File: src/rtl/bitacc_pkg.sv
package bitacc_pkg;

  localparam int BYTE_W = 8;
  localparam int POS_W  = 3;

  typedef enum logic [1:0] {
    OP_TEST       = 2'd0,
    OP_ASSIGN     = 2'd1,
    OP_FLIP       = 2'd2,
    OP_TEST_LATCH = 2'd3
  } bit_op_e;

  // Byte that contains a bit: RAM window below the split, aligned SFR above.
  function automatic logic [BYTE_W-1:0] bit_home(input logic [BYTE_W-1:0] baddr,
                                                  input logic [BYTE_W-1:0] ram_base);
    logic [BYTE_W-1:0] r;
    if (baddr[BYTE_W-1]) r = {baddr[BYTE_W-1:POS_W], {POS_W{1'b0}}};
    else                 r = ram_base + {{(POS_W+1){1'b0}}, baddr[BYTE_W-2:POS_W]};
    return r;
  endfunction

  // New byte for a modifying operation; tests return the byte unchanged.
  function automatic logic [BYTE_W-1:0] bit_apply(input logic [BYTE_W-1:0] old_byte,
                                                   input logic [POS_W-1:0]  pos,
                                                   input bit_op_e           op,
                                                   input logic              wval);
    logic [BYTE_W-1:0] r;
    r = old_byte;
    case (op)
      OP_ASSIGN: r[pos] = wval;
      OP_FLIP:   r[pos] = ~old_byte[pos];
      default:   r = old_byte;
    endcase
    return r;
  endfunction

  function automatic logic op_modifies(input bit_op_e op);
    return (op == OP_ASSIGN) || (op == OP_FLIP);
  endfunction

endpackage

File: src/rtl/bitacc_map.sv
module bitacc_map
  import bitacc_pkg::*;
#(
  parameter logic [7:0] RAM_BASE    = 8'h20,
  parameter int         NUM_PORTS   = 4,
  parameter logic [7:0] PORT_BASE   = 8'h80,
  parameter logic [7:0] PORT_STRIDE = 8'h10,
  localparam int        PIDX_W      = (NUM_PORTS > 1) ? $clog2(NUM_PORTS) : 1
) (
  input  logic [BYTE_W-1:0] bit_addr,
  output logic [BYTE_W-1:0] byte_addr,
  output logic [POS_W-1:0]  bit_pos,
  output logic              port_hit,
  output logic [PIDX_W-1:0] port_sel
);

  logic [NUM_PORTS-1:0] port_match;

  assign byte_addr = bit_home(bit_addr, RAM_BASE);
  assign bit_pos   = bit_addr[POS_W-1:0];

  for (genvar k = 0; k < NUM_PORTS; k++) begin : g_port
    localparam logic [BYTE_W-1:0] PADDR = PORT_BASE + BYTE_W'(k) * PORT_STRIDE;
    assign port_match[k] = bit_addr[BYTE_W-1] && (byte_addr == PADDR);
  end

  assign port_hit = |port_match;

  always_comb begin
    port_sel = '0;
    for (int k = 0; k < NUM_PORTS; k++) begin
      if (port_match[k]) port_sel = PIDX_W'(k);
    end
  end

endmodule

File: src/rtl/bitacc_modify.sv
module bitacc_modify
  import bitacc_pkg::*;
(
  input  logic [BYTE_W-1:0] old_byte,
  input  logic [POS_W-1:0]  bit_pos,
  input  bit_op_e           op,
  input  logic              wval,
  output logic [BYTE_W-1:0] new_byte,
  output logic              old_bit
);

  assign old_bit  = old_byte[bit_pos];
  assign new_byte = bit_apply(old_byte, bit_pos, op, wval);

endmodule

File: src/rtl/bitacc_seq.sv
module bitacc_seq
  import bitacc_pkg::*;
(
  input  logic              clk,
  input  logic              rst_n,
  input  logic              accept,
  input  logic              modify,
  input  logic [BYTE_W-1:0] byte_addr,
  input  logic [BYTE_W-1:0] new_byte,
  input  logic              res_bit,
  output logic              busy,
  output logic [BYTE_W-1:0] wr_addr,
  output logic [BYTE_W-1:0] wr_data,
  output logic              res_q,
  output logic              res_valid
);

  always_ff @(posedge clk) begin
    if (!rst_n) begin
      busy      <= 1'b0;
      wr_addr   <= '0;
      wr_data   <= '0;
      res_q     <= 1'b0;
      res_valid <= 1'b0;
    end else begin
      busy      <= accept && modify;
      res_valid <= accept;
      if (accept) begin
        res_q   <= res_bit;
        wr_addr <= byte_addr;
        wr_data <= new_byte;
      end
    end
  end

endmodule

File: src/rtl/bit_access_unit.sv
module bit_access_unit
  import bitacc_pkg::*;
#(
  parameter logic [7:0] RAM_BASE    = 8'h20,
  parameter int         NUM_PORTS   = 4,
  parameter logic [7:0] PORT_BASE   = 8'h80,
  parameter logic [7:0] PORT_STRIDE = 8'h10,
  localparam int        LATCH_W     = NUM_PORTS * 8,
  localparam int        PIDX_W      = (NUM_PORTS > 1) ? $clog2(NUM_PORTS) : 1
) (
  input  logic               clk,
  input  logic               rst_n,
  input  logic               req_valid,
  input  logic [7:0]         req_addr,
  input  logic [1:0]         req_op,
  input  logic               req_wval,
  input  logic [LATCH_W-1:0] latch_bits,
  output logic               busy,
  output logic               mem_rd_en,
  output logic [7:0]         mem_addr,
  input  logic [7:0]         mem_rdata,
  output logic               mem_wr_en,
  output logic [7:0]         mem_wdata,
  output logic               bit_out,
  output logic               bit_valid
);

  bit_op_e           op;
  logic [7:0]        map_byte;
  logic [POS_W-1:0]  map_pos;
  logic              port_hit;
  logic [PIDX_W-1:0] port_sel;
  logic [7:0]        new_byte;
  logic              old_bit;
  logic              latch_bit;
  logic              res_bit;
  logic [7:0]        wr_addr;
  logic [7:0]        wr_data;

  // Named events for the checker.
  logic accept_fire;
  logic modify_fire;
  logic flip_fire;

  assign op          = bit_op_e'(req_op);
  assign accept_fire = req_valid && !busy;
  assign modify_fire = accept_fire && op_modifies(op);
  assign flip_fire   = accept_fire && (op == OP_FLIP);

  bitacc_map #(
    .RAM_BASE(RAM_BASE), .NUM_PORTS(NUM_PORTS),
    .PORT_BASE(PORT_BASE), .PORT_STRIDE(PORT_STRIDE)
  ) u_map (
    .bit_addr (req_addr),
    .byte_addr(map_byte),
    .bit_pos  (map_pos),
    .port_hit (port_hit),
    .port_sel (port_sel)
  );

  bitacc_modify u_mod (
    .old_byte(mem_rdata),
    .bit_pos (map_pos),
    .op      (op),
    .wval    (req_wval),
    .new_byte(new_byte),
    .old_bit (old_bit)
  );

  assign latch_bit = latch_bits[{port_sel, map_pos}];
  assign res_bit   = (op == OP_TEST_LATCH && port_hit) ? (old_bit & latch_bit) : old_bit;

  bitacc_seq u_seq (
    .clk      (clk),
    .rst_n    (rst_n),
    .accept   (accept_fire),
    .modify   (op_modifies(op)),
    .byte_addr(map_byte),
    .new_byte (new_byte),
    .res_bit  (res_bit),
    .busy     (busy),
    .wr_addr  (wr_addr),
    .wr_data  (wr_data),
    .res_q    (bit_out),
    .res_valid(bit_valid)
  );

  assign mem_rd_en = accept_fire && rst_n;
  assign mem_addr  = busy ? wr_addr : map_byte;
  assign mem_wr_en = busy;
  assign mem_wdata = wr_data;

endmodule

File: config.mk
export PLATFORM = sky130hd
export DESIGN_NAME = bit_access_unit
export DESIGN_NICKNAME = d
export VERILOG_FILES = /design/src/rtl/bitacc_pkg.sv /design/src/rtl/bitacc_map.sv /design/src/rtl/bitacc_modify.sv /design/src/rtl/bitacc_seq.sv /design/src/rtl/bit_access_unit.sv
export SDC_FILE = /design/constraint.sdc
export NUM_CORES = 1
export LEC_CHECK = 0
export CORE_ASPECT_RATIO = 0.9
export CORE_MARGIN = 1.5
export CORE_UTILIZATION = 42
export CTS_CLUSTER_SIZE = 30
export DETAILED_ROUTE_END_ITERATION = 8
export GPL_TIMING_DRIVEN = 0
export PLACE_DENSITY_LB_ADDON = 0.15
export SLEW_MARGIN = 20
export SYNTH_ARGS = -nofsm -noshare
export SYNTH_HDL_FRONTEND = slang
export SYNTH_SLANG_ARGS = --single-unit
File: constraint.sdc
create_clock -name clk -period 1.9 [get_ports clk]
set_clock_uncertainty 0.05 [all_clocks]
set_input_delay 0.19 -clock clk [delete_from_list [all_inputs] [get_ports clk]]
set_output_delay 0.19 -clock clk [all_outputs]
set_load 0.02 [all_outputs]
==> impl_metrics.py, run 1 <==
metrics = {
    "status": {
        "status": "completed",
    },
    "layout": {
        "layout_commonest_cell": "clkdlybuf4s50_1",
        "area_growth_pct": 49.3,
        "fin_nets": 354,
        "fin_cells": 342,
        "layout_common_cells": "61 x clkdlybuf4s50_1, 21 x nand2_1, 20 x nor2_1, 19 x a21oi_1",
        "final_util_pct": 66.3,
        "final_layout_size_suffix_gt1_share_pct": 13.9,
        "diodes": 0,
    },
    "die": {
        "io_pins": 75,
        "die-height_um": 62.8,
        "fp-row-count": 21,
        "core_um2": 3760,
        "initial_core_util_pct": 44.4,
        "die_x_um": 69.5,
        "die_area_um2": 4360,
    },
    "place": {
        "gp_congestion": 0.871,
        "placed_cells": 341,
        "port_buffers": 71,
        "hpwlAfterDp_um": 3720,
    },
    "logic_synthesis": {
        "avgSynthCellArea_um2": 7.45,
        "yosys.area_share.simple_pct": 27.4,
        "synth_edf_count": 0,
        "syn_nets": 281,
        "synth-compound-area-share_pct": 22.2,
        "yosys_warnings": 0,
        "ys.flop_type": "dfxtp_1",
        "synth-seq-cells": 19,
        "synth_top_area_share_pct": 22.8,
        "synthAdderAreaFrac_pct": 2.25,
        "synth_mux_area_share_pct": 17.4,
        "syn_area_um2": 1670,
        "ys_async_sr_fraction_pct": 0,
        "synth_top_cell_by_area": "dfxtp_1",
        "synth_top_family_by_area": "simple AND/OR/NAND/NOR gates",
        "synth_xor_area_share_pct": 0,
        "syn_inst": 224,
        "seq_area_frac_synth_pct": 22.8,
        "synth.distinct_cells": 38,
        "synth_area_leaders": "dfxtp_1 23%, mux2_2 8.1%, mux2i_1 6.6%",
    },
    "critical_path": {
        "slowest_delay_ns": 0.54,
        "cp-start-kind": "flop",
        "cp_data_required_time_ns": 1.66,
        "end_kind": "primary output",
        "arrival_ns": 1.59,
        "crit_path_cell_trace": "mux2_2, clkdlybuf4s50_1",
        "cp_slowest_cell": "clkdlybuf4s50_1",
        "path_class": "flop to primary output",
        "cp_max_fo": 9,
    },
    "cts": {
        "tritoncts": "yes",
        "insertion_delay_ns": 0.26,
        "cts.path.max_buffers": 2,
        "clock_sinks": 19,
        "clk_pin_slew_ns": 0.08,
        "cts_hold_buf": 0,
        "h-tree-depth": 1,
        "clk_root_buffer_cell": "clkbuf_8",
        "cts_inserted_buffers": 3,
        "postCtsSetupBuffers": 0,
    },
    "global_route": {
        "grt_pass1_wl_um": 8050,
        "antenna_found_initial": 0,
        "first_global_vias": 1719,
        "grt_max_degree": 12,
        "grt-ovfl-total": 0,
        "track_usage_pct": 22.5,
    },
    "power": {
        "power_mw": 1.23,
        "p_per_area_nw_per_um2": 492,
        "p_leak_nw": 0.991,
        "vdd_ir_drop_max_uv": 455,
    },
    "timing": {
        "setup-violations-final": 0,
        "tns_ns": 0,
        "fmax_mhz": 547,
        "rsz0062_at_grt": "false",
        "drv_slew": 0,
        "max-slew-margin-rel_pct": 67.3,
        "hold_viol": 0,
        "worstMarginPinSlew_ns": 0.491,
        "min_period_ns": 1.83,
        "timing.final.crit_share_pct": 96.3,
    },
    "detailed_routing": {
        "drc": 0,
        "via_per_inst": 5.42,
        "wire_per_inst_um": 14.4,
        "wl_um": 4910,
        "dr.pass1.iters": 4,
        "dr_total_vias": 1854,
        "ant_nets": 0,
        "drt-initial-drc-count": 144,
    },
    "flow_run": {
        "max_cap_violations": 0,
    },
    "hold_path": {
        "hold_path_class": "input pin to flop",
    },
}
state kept, by name, summed over array words and instances, names as in the netlist:
signal	cells
u_seq.wr_data	8
u_seq.res_q	1
u_seq.busy	1
u_seq.wr_addr	8
u_seq.res_valid	1
what timing repair did:
item	4_1_cts	5_1_grt
endpoints found under the setup margin	10	10
gates resized for setup	14	9
gates cloned	0	0
through the flow:
step	setup slack, ns	hold WS (ns)	cell area (um^2)
after global routing	0.0171	0.330	2490
final	0.0706	0.308	2490
after CTS	0.0232	0.307	2480
after global placement	-0.486	0.391	2440
after floorplan	0.332	0.292	1670
after detailed placement	-0.494	0.398	2440
final timing paths:
path,start,endpoint,slack [ns],cells past startpoint
worst max-delay path,u_seq.busy,mem_addr[7],0.07,2
worst min-delay path,req_addr[7],u_seq.wr_addr[5],0.31,2
worst max register to register,u_seq.busy,u_seq.wr_data[3],0.24,5
worst min register to register,u_seq.wr_addr[1],u_seq.wr_addr[1],0.41,2
critical path: cells and delay by family, from the launching register on:
| family | cells | cell delay, ns |
|---|---|---|
| buffers and inverters | 1 | 0.54 |
| flip-flops | 1 | 0.43 |
| multiplexers | 1 | 0.36 |
where the power goes:
part / internal (mW) / switching [mW]
registers: 0.427 / 0.0166
clock network: 0.146 / 0.147
logic: 0.258 / 0.231
total: 0.830 / 0.395
layer usage:
layer  up-vias  global-route usage (%)  routed length (um)
li1        940                       -                   -
met1       855                    30.0                2290
met2        59                    38.6                2350
met3         0                    4.35                 276
met4         0                    2.94                   0
met5         -                       0                   0
cell usage after synthesis, types with 5 or more instances:
| master | count |
|---|---|
| nand2_1 | 21 |
| nor2_1 | 21 |
| a21oi_1 | 19 |
| dfxtp_1 | 19 |
| o21ai_0 | 18 |
| mux2_2 | 12 |
| clkbuf_1 | 11 |
| mux2i_1 | 11 |
| nand2b_1 | 8 |
| nor2b_1 | 8 |
| buf_2 | 7 |
| a31oi_1 | 6 |
| inv_1 | 6 |
| a21o_1 | 5 |
| nand3_1 | 5 |
| nor3b_1 | 5 |
| or3_1 | 5 |
kinds of logic (layout without fill, tap and decap cells):
logic type | count (synthesis) | count (layout)
muxes | 25 | 25
AOI/OAI and AO/OA | 61 | 61
buffers and inverters | 28 | 100
adders and majority gates | 3 | 3
and+or+nand+nor | 88 | 88
DFF | 19 | 19
layout make-up:
class / count / area, um^2
fillers: 342 / 1270
multi-input cells: 177 / 1170
repair buffers: 71 / 704
flip-flops and latches: 19 / 382
plain buffers: 19 / 105
well taps: 46 / 57.6
clock buffers: 3 / 41.3
inverters: 6 / 22.5
clock inverters: 1 / 5.00
Note: power is estimated with default switching activity, not from simulation.
==> inputs of run 2 (changes only) <==
--- a/config.mk
+++ b/config.mk
@@ -16,3 +16,4 @@
 export SYNTH_ARGS = -nofsm -noshare
 export SYNTH_HDL_FRONTEND = slang
 export SYNTH_SLANG_ARGS = --single-unit
+export TNS_END_PERCENT = 50
==> results of run 2 <==
The final DEF is identical to that of run 1; final timing and power are the same.
==> inputs of run 3 (changes only) <==
--- a/config.mk
+++ b/config.mk
@@ -8,6 +8,7 @@
 export CORE_ASPECT_RATIO = 0.9
 export CORE_MARGIN = 1.5
 export CORE_UTILIZATION = 42
+export CTS_BUF_LIST = sky130_fd_sc_hd__clkbuf_8 sky130_fd_sc_hd__clkbuf_16
 export CTS_CLUSTER_SIZE = 30
 export DETAILED_ROUTE_END_ITERATION = 8
 export GPL_TIMING_DRIVEN = 0
==> results of run 3 <==
The final DEF is identical to that of run 1; final timing and power are the same.
